[src/rtl/wt_pkg.sv]
package wt_pkg;
  localparam int WT_PRE_W_DEF = 7;
  localparam int WT_CNT_W_DEF = 16;

  typedef struct packed {
    logic step;
    logic restart;
  } wt_pre_ctl_t;
endpackage

[src/rtl/wt_prescaler.sv]
module wt_prescaler #(
  parameter int PRE_W = 7
) (
  input  logic                  clk,
  input  logic                  rst,
  input  wt_pkg::wt_pre_ctl_t   ctl,
  output logic                  wrap
);
  localparam logic [PRE_W-1:0] PRE_MAX = {PRE_W{1'b1}};

  logic [PRE_W-1:0] pre_q;

  assign wrap = ctl.step && (pre_q == '0);

  always_ff @(posedge clk) begin
    if (rst) begin
      pre_q <= PRE_MAX;
    end else if (ctl.restart) begin
      pre_q <= PRE_MAX;
    end else if (ctl.step) begin
      if (pre_q == '0) pre_q <= PRE_MAX;
      else             pre_q <= pre_q - 1'b1;
    end
  end
endmodule

[src/rtl/wt_down_counter.sv]
module wt_down_counter #(
  parameter int CNT_W = 16
) (
  input  logic             clk,
  input  logic             rst,
  input  logic             wrap,
  input  logic             load_now,
  input  logic             wr_en,
  input  logic [CNT_W-1:0] wr_data,
  output logic [CNT_W-1:0] cnt,
  output logic             zero_hit
);
  logic [CNT_W-1:0] reload_q;
  logic [CNT_W-1:0] cnt_q;

  assign cnt      = cnt_q;
  assign zero_hit = wrap && (cnt_q == '0);

  always_ff @(posedge clk) begin
    if (rst) begin
      reload_q <= '1;
      cnt_q    <= '1;
    end else begin
      if (wr_en) reload_q <= wr_data;
      if (load_now)      cnt_q <= wr_data;
      else if (zero_hit) cnt_q <= reload_q;
      else if (wrap)     cnt_q <= cnt_q - 1'b1;
    end
  end
endmodule

[src/rtl/wt_flag_ctrl.sv]
module wt_flag_ctrl (
  input  logic clk,
  input  logic rst,
  input  logic evt,
  input  logic clr,
  input  logic irq_en,
  input  logic power_down,
  output logic flag,
  output logic irq,
  output logic wake
);
  logic flag_q, irq_q, wake_q;
  logic flag_n;

  always_comb begin
    if (evt)      flag_n = 1'b1;
    else if (clr) flag_n = 1'b0;
    else          flag_n = flag_q;
  end

  always_ff @(posedge clk) begin
    if (rst) begin
      flag_q <= 1'b0;
      irq_q  <= 1'b0;
      wake_q <= 1'b0;
    end else begin
      flag_q <= flag_n;
      irq_q  <= flag_n & irq_en;
      wake_q <= flag_n & (irq_en | power_down);
    end
  end

  assign flag = flag_q;
  assign irq  = irq_q;
  assign wake = wake_q;
endmodule

[src/rtl/wake_timer.sv]
module wake_timer #(
  parameter int PRE_W = wt_pkg::WT_PRE_W_DEF,
  parameter int CNT_W = wt_pkg::WT_CNT_W_DEF
) (
  input  logic             clk,
  input  logic             rst,
  input  logic             tick_a,
  input  logic             tick_b,
  input  logic             src_sel,
  input  logic             run_en,
  input  logic             reload_we,
  input  logic [CNT_W-1:0] reload_data,
  input  logic             irq_en,
  input  logic             flag_clr,
  input  logic             power_down,
  output logic             evt_flag,
  output logic             irq,
  output logic             wake
);
  logic                tick_sel;
  logic                pre_wrap;
  logic                zero_evt;
  logic                load_idle;
  logic [CNT_W-1:0]    cnt_val;
  wt_pkg::wt_pre_ctl_t pre_ctl;

  assign tick_sel        = src_sel ? tick_b : tick_a;
  assign load_idle       = reload_we && !run_en;
  assign pre_ctl.step    = run_en && tick_sel;
  assign pre_ctl.restart = load_idle;

  wt_prescaler #(.PRE_W(PRE_W)) u_pre (
    .clk  (clk),
    .rst  (rst),
    .ctl  (pre_ctl),
    .wrap (pre_wrap)
  );

  wt_down_counter #(.CNT_W(CNT_W)) u_cnt (
    .clk      (clk),
    .rst      (rst),
    .wrap     (pre_wrap),
    .load_now (load_idle),
    .wr_en    (reload_we),
    .wr_data  (reload_data),
    .cnt      (cnt_val),
    .zero_hit (zero_evt)
  );

  wt_flag_ctrl u_flag (
    .clk        (clk),
    .rst        (rst),
    .evt        (zero_evt),
    .clr        (flag_clr),
    .irq_en     (irq_en),
    .power_down (power_down),
    .flag       (evt_flag),
    .irq        (irq),
    .wake       (wake)
  );
endmodule

[config.mk]
export PLATFORM = sky130hd
export DESIGN_NAME = wake_timer
export DESIGN_NICKNAME = d
export VERILOG_FILES = /design/src/rtl/wt_pkg.sv /design/src/rtl/wt_prescaler.sv /design/src/rtl/wt_down_counter.sv /design/src/rtl/wt_flag_ctrl.sv /design/src/rtl/wake_timer.sv
export SDC_FILE = /design/constraint.sdc
export NUM_CORES = 1
export LEC_CHECK = 0
export BUFFER_PORTS_ARGS = -buffer_cell sky130_fd_sc_hd__buf_2
export CORE_MARGIN = 3
export CORE_UTILIZATION = 35
export CTS_CLUSTER_DIAMETER = 40
export DETAILED_ROUTE_END_ITERATION = 12
export PLACE_DENSITY = 0.6
export SKIP_LAST_GASP = 1
export SYNTH_ARGS = -nofsm -noshare
export SYNTH_HDL_FRONTEND = slang
export SYNTH_SLANG_ARGS = --single-unit
[constraint.sdc]
create_clock -name clk -period 1.9 [get_ports clk]
set_clock_uncertainty 0.05 [all_clocks]
set_input_delay 0.19 -clock clk [delete_from_list [all_inputs] [get_ports clk]]
set_output_delay 0.19 -clock clk [all_outputs]
set_load 0.1 [all_outputs]
==> results of run 1 <==
## layout make-up
class	count	area [um2]
inverters	7	26.3
well taps	72	90.1
repair buffers	66	429
flip-flops and latches	42	845
multi-input cells	188	1210
clock buffers	6	82.6
fillers	571	2920
## flip-flops by register name (all words and copies together), names as in the netlist
name and count:
u_cnt.cnt 16, u_cnt.reload_q 16, u_pre.pre_q 7, u_flag.flag 1, u_flag.irq 1, u_flag.wake 1
## critical path: stages, from the launching register on
cell	delay, ns
dfxtp_1	0.32
nor3_1	0.32
nand4_1	0.18
or3_4	0.46
buf_6	0.14
o211ai_2	0.16
o2111ai_2	0.14
## metrics by stage
stage          cell area, um2  std cells  utilization (%)  hold slack [ns]
3_3_place_gp             2510        372             44.8            0.338
5_1_grt                  2690        381             47.9           0.0540
6_report                 2690        381             47.9           0.0512
2_1_floorplan            2080        250                -            0.250
3_5_place_dp             2510        372             44.8            0.358
4_1_cts                  2610        379             46.5           0.0497
## power by group through the flow
stage	sequential, mW	clock [mW]	combinational, mW
global placement	0.989	0	0.216
global route	0.979	0.609	0.257
CTS	0.970	0.578	0.221
floorplan	0.985	0	0.132
detailed placement	0.990	0	0.218
finish	0.973	0.557	0.228
## logic make-up after synthesis
group / Yosys count
AND/OR/NAND/NOR: 108
multiplexers: 4
flip-flops: 42
AO/OA/AOI/OAI: 57
adder cells (fa/ha/maj): 2
XOR/XNOR: 17
buffers and inverters: 20
## synth_stat cells, types with 2 or more instances
master      n
xnor2_1    14
ha_1        2
nor3_1     15
clkbuf_1   10
o31ai_1     6
nor2b_1     6
or3_1       4
o2111ai_1   2
and2_1      2
nor3b_1     2
xor2_1      3
nand3_1     9
o211ai_1    3
o211ai_2    2
o21ai_1     6
a21oi_1    18
nor2_1     21
mux2i_1     3
inv_1       7
a211o_1     5
nor4_1      2
nand2_1    37
nand4_1     2
o21ai_0     3
buf_6       2
dfxtp_1    42
a211oi_1    8
## path summary, 6_finish.rpt
kind / startpoint / to / cells past startpoint / slack, ns
min: power_down / u_flag.wake$_SDFF_PP0_ / 2 / 0.05
max: u_cnt.cnt[15]$_SDFFE_PP1P_ / u_cnt.cnt[6]$_SDFFE_PP1P_ / 6 / -0.01
min reg2reg: u_cnt.reload_q[15]$_SDFFE_PP1P_ / u_cnt.reload_q[15]$_SDFFE_PP1P_ / 2 / 0.42
max reg2reg: u_cnt.cnt[15]$_SDFFE_PP1P_ / u_cnt.cnt[6]$_SDFFE_PP1P_ / 6 / -0.01
## timing repair
action / CTS / global route
pin swaps: 1 / 7
setup endpoints to repair: 14 / 21
buffers inserted: 1 / 2
cloned: 0 / 0
resized for setup: 2 / 16
## metal layers
layer,share of wire (%),GRT usage (%)
met1,53,22.3
met2,43,23.0
met3,3.2,3.47
met4,0.85,2.67
met5,0,0
==> metrics, run 1 <==
Final Cycle Share 101%; CTS buffer count 5; final setup violation count 1; share of total power in combinational logic 13.0%; pin count of the biggest net entering global routing 30; largest area contributor in the synthesized netlist dfxtp_1; status finished, violations left; vias in the first global route 1809; Hold Crit Class in2reg; Crit Path Max Fanout 6; TritonCTS clock tree built; Max Clock Freq 522 MHz; Clock power frac a little under a third; total congestion overflow 0; Post-Synth XOR/XNOR Area 7.17%; pre-CTS setup slack -0.109 ns; Synth Area in Simple Gates 26.2%; Antenna Diode Count 0; Tot Pwr approximately 1.8 mW; RSZ-0062 raised after global routing yes; Mapped Cells 250; WL/cell between 10 and 15 um; Data arrival, critical path between 2 and 2.5 ns; flops & latches, synth 42; worst setup margin -0.0146 ns; Synth Area in Compound Gates 18.6%; H-Tree Depth 2; largest cells by area after synthesis dfxtp_1, nand2_1, xnor2_1; die boundary width just over 80 um; post-synth top area share between 40% and 50%; Post-DP HPWL approximately 3.7 mm; Layout area overhead 29.3%; Avg Inst Size Synth 8.31 um2; syn nets about 280; Net Switching 439 uW; # hold bufs at CTS 0; failing checks setup timing; All-Layer GR Usage 15.2%; DR vias 1919; layout cells sized above 1 32.0%; Die Span Y 83.0 um; Final Hold Vio Count 0; sw frac 25.0%; Clock Pin Slew Worst Setup and Hold Paths approximately 0.07 ns; P per Cell Area ~650 nW/um2; CP Launch Type register; Slew @ Worst Pin about 0.61 ns; synth warn 0; Post-synth EDFFs 0; static leakage 1.11 nW; mux cell area share after synthesis ~2.0%; gpl congestion 0.835; # IOs 29; register area share after synthesis 40.5%; CTS sink cnt 42; commonest non-fill, non-tap cell in the layout dfxtp_1; Via density roughly 5; share of flip-flops with an asynchronous set or reset 0%; Initial Util between 30 and 40%; first-pass GRT wire length about 9 mm; die area 6890 um2; DRT iter0 DRCs 110; port bufs 28; clk buf depth 2; Req. time, crit path 1.99 ns; clock latency on the worst-skew pair just under 0.3 ns; Internal between 1 and 1.5 mW; Tmin final 1.91 ns; Critical Path Sink Type register; row count 27; Synth Flop Type dfxtp_1; ANT nets after route 0; sequential power share 55.3%; Setup TNS -0.0146 ns; Synth Cell Area 2080 um2; most frequent cells in the layout dfxtp_1, nand2_1, buf_4; Max Slew Vio Count 0; DRT Pass-1 Iters 4; Netlist cell types 41; Peak VDD IR 443 uV; Synth Area in Adders 1.20%; clock root buffer clkbuf_8; max_slew headroom just under 60%; largest family of logic cells by synthesized area simple AND/OR/NAND/NOR gates; initial antenna violation count 0; core box area 5610 um2; nets 338; WS Path Type reg2reg; Total Wirelength 5.09 mm; # DRC 0; total of max-cap violations 0
Power figures use the tool's default switching activity.
==> inputs of run 2 (changes only) <==
--- a/config.mk
+++ b/config.mk
@@ -6,11 +6,13 @@
 export NUM_CORES = 1
 export LEC_CHECK = 0
 export BUFFER_PORTS_ARGS = -buffer_cell sky130_fd_sc_hd__buf_2
+export CELL_PAD_IN_SITES_DETAIL_PLACEMENT = 1
+export CELL_PAD_IN_SITES_GLOBAL_PLACEMENT = 1
 export CORE_MARGIN = 3
 export CORE_UTILIZATION = 35
 export CTS_CLUSTER_DIAMETER = 40
 export DETAILED_ROUTE_END_ITERATION = 12
-export PLACE_DENSITY = 0.6
+export PLACE_DENSITY = 0.75
 export SKIP_LAST_GASP = 1
 export SYNTH_ARGS = -nofsm -noshare
 export SYNTH_HDL_FRONTEND = slang
==> metrics, run 2 (synthesis gave the netlist of run 1 again) <==
Max Slew Vio Count 0; DRT Pass-1 Iters 4; Req. time, crit path 2.03 ns; Slowest-stage cell, CP and4bb_2; placed cell areas ~2500 um2; metal2 WL between 3 and 4 mm; Slew @ Worst Pin between 0.6 and 0.7 ns; CP Launch Type register; Layout area overhead 35.7%; Tmin final between 1.5 and 2 ns; Final Hold Vio Count 0; Finished Cell Area 2820 um2; max_slew headroom just under 60%; pin count of the biggest net entering global routing 30; DR vias ~2100; ANT nets after route 0; Crit. Startpoint u_pre.pre_q[5]$_SDFFE_PP1P_; die boundary width 83.0 um; TritonCTS clock tree built; nets 346; max layer used met4; Post-DP HPWL 4.13 mm; reg2reg end u_cnt.cnt[8]$_SDFFE_PP1P_; most frequent cells in the layout buf_4, nand2_1, dfxtp_1; Crit Path Max Fanout 6; RSZ-0062 raised after global routing yes; sequential power share 49.5%; Antenna Diode Count 0; Tot Pwr 1.97 mW; Clock Pin Slew Worst Setup and Hold Paths ~0.080 ns; Reg2Reg Setup Slack -0.04 ns; worst setup margin -0.0449 ns; Worst Hold Path EP u_flag.wake$_SDFF_PP0_; WS Path Type reg2reg; All-Layer GR Usage ~19%; status finished, violations left; Final Util roughly 50%; Total Wirelength 6.60 mm; initial antenna violation count 0; clock root buffer clkbuf_8; vias in the first global route ~2200; sw frac 25.2%; Max Clock Freq 514 MHz; total of max-cap violations 0; # hold bufs at CTS 0; row count 27; die area just under 7000 um2; WL/cell 16.9 um; # IOs 29; total congestion overflow 0; first-pass GRT wire length 10.5 mm; clock latency on the worst-skew pair 0.30 ns; Hold Path Stages 2; Via density 5.37; critical-path cell list or3_1 > and4bb_2 > nor2_4 > buf_4 > a211oi_1 > o31ai_1; failing checks setup timing; Hold Path Origin power_down; Peak VDD IR ~340 uV; Clock power frac 37.6%; Die Span Y 83.0 um; Met3 Wirelength around 300 um; DRT iter0 DRCs 78; WL met1 ~2.8 mm; Initial Util 37.0%; layout cells sized above 1 34.9%; commonest non-fill, non-tap cell in the layout buf_4; CTS buffer count 5; clk buf depth 2; Hold Crit Class in2reg; static leakage roughly 1.2 nW; Top delay family on crit path simple AND/OR/NAND/NOR gates; CP max stage delay 0.43 ns; final setup violation count 4; Worst R2R Start u_pre.pre_q[5]$_SDFFE_PP1P_; Internal 1.47 mW; Setup TNS -0.0896 ns; Data arrival, critical path about 2.1 ns; Net Switching 498 uW; WP buf/inv 1; # DRC 0; Critical Path Sink Type register; H-Tree Depth 2; Final Cycle Share 102%; reg2reg path depth 6; P per Cell Area ~700 nW/um2; share of total power in combinational logic about 13%; port bufs 28; CTS sink cnt 42; gpl congestion 0.874; core box area 5610 um2
==> run 2: cell count changes in the layout (fill, tap and decap cells not counted), moves of 2 or more <==
cell / previous run / this run
o21ai_1: 5 / 7
buf_4: 37 / 42
a211oi_1: 6 / 8
dfxtp_2: 3 / 5
dfxtp_1: 39 / 36
a211oi_2: 2 / 0
==> run 2: how the worst max path moves through the flow <==
stage	endpoint	slack, ns	cells past startpoint
2_1_floorplan	u_cnt.cnt[6]$_SDFFE_PP1P_	0.03	7
3_3_place_gp	u_cnt.cnt[4]$_SDFFE_PP1P_	-0.29	8
3_5_place_dp	u_cnt.cnt[9]$_SDFFE_PP1P_	-0.38	8
4_1_cts	u_cnt.cnt[2]$_SDFFE_PP1P_	0.008	6
5_1_grt	u_cnt.cnt[8]$_SDFFE_PP1P_	-0.08	6
6_report	u_cnt.cnt[8]$_SDFFE_PP1P_	-0.04	6
==> run 2: what timing repair did <==
item | in CTS | in global routing
setup endpoints to repair | 19 | 16
gates cloned | 0 | 2
pin swaps | 5 | 9
resized for setup | 11 | 18
setup buffers | 10 | 5
==> run 2: worst register-to-register path: cells and delay by family (launching register included) <==
family	cells	cell delay, ns
simple gates	3	0.94
compound gates	2	0.32
buf+inv	1	0.17
flops	1	0.34
==> run 2: per-stage QoR <==
step           hold slack (ns)  worst slack [ns]  instances
2_1_floorplan            0.250            0.0268        250
3_3_place_gp             0.340            -0.292        367
3_5_place_dp             0.341            -0.378        367
4_1_cts                 0.0310           0.00803        383
5_1_grt                 0.0330           -0.0831        390
6_report                0.0356           -0.0449        390
==> run 2: area by class of cell <==
cell class	count	area, um2
Fill cell	694	2790
Timing Repair Buffer	73	512
Clock inverter	1	30.0
Tap cell	72	90.1
Sequential cell	42	851
Clock buffer	6	82.6
Inverter	7	26.3
Multi-Input combinational cell	189	1230
==> run 2: per-layer routing <==
layer,vias up,global-route usage [%]
li1,1016,-
met1,1019,21.6
met2,43,32.7
met3,15,4.46
met4,0,6.98
met5,-,0
==> run 2: power by group through the flow <==
stage               Sequential (mW)  Combinational, mW  Clock [mW]
finish                        0.976              0.254       0.741
CTS                           0.974              0.242       0.752
global route                  0.983              0.287       0.796
global placement              0.991              0.210           0
detailed placement            0.993              0.219           0
floorplan                     0.985              0.132           0
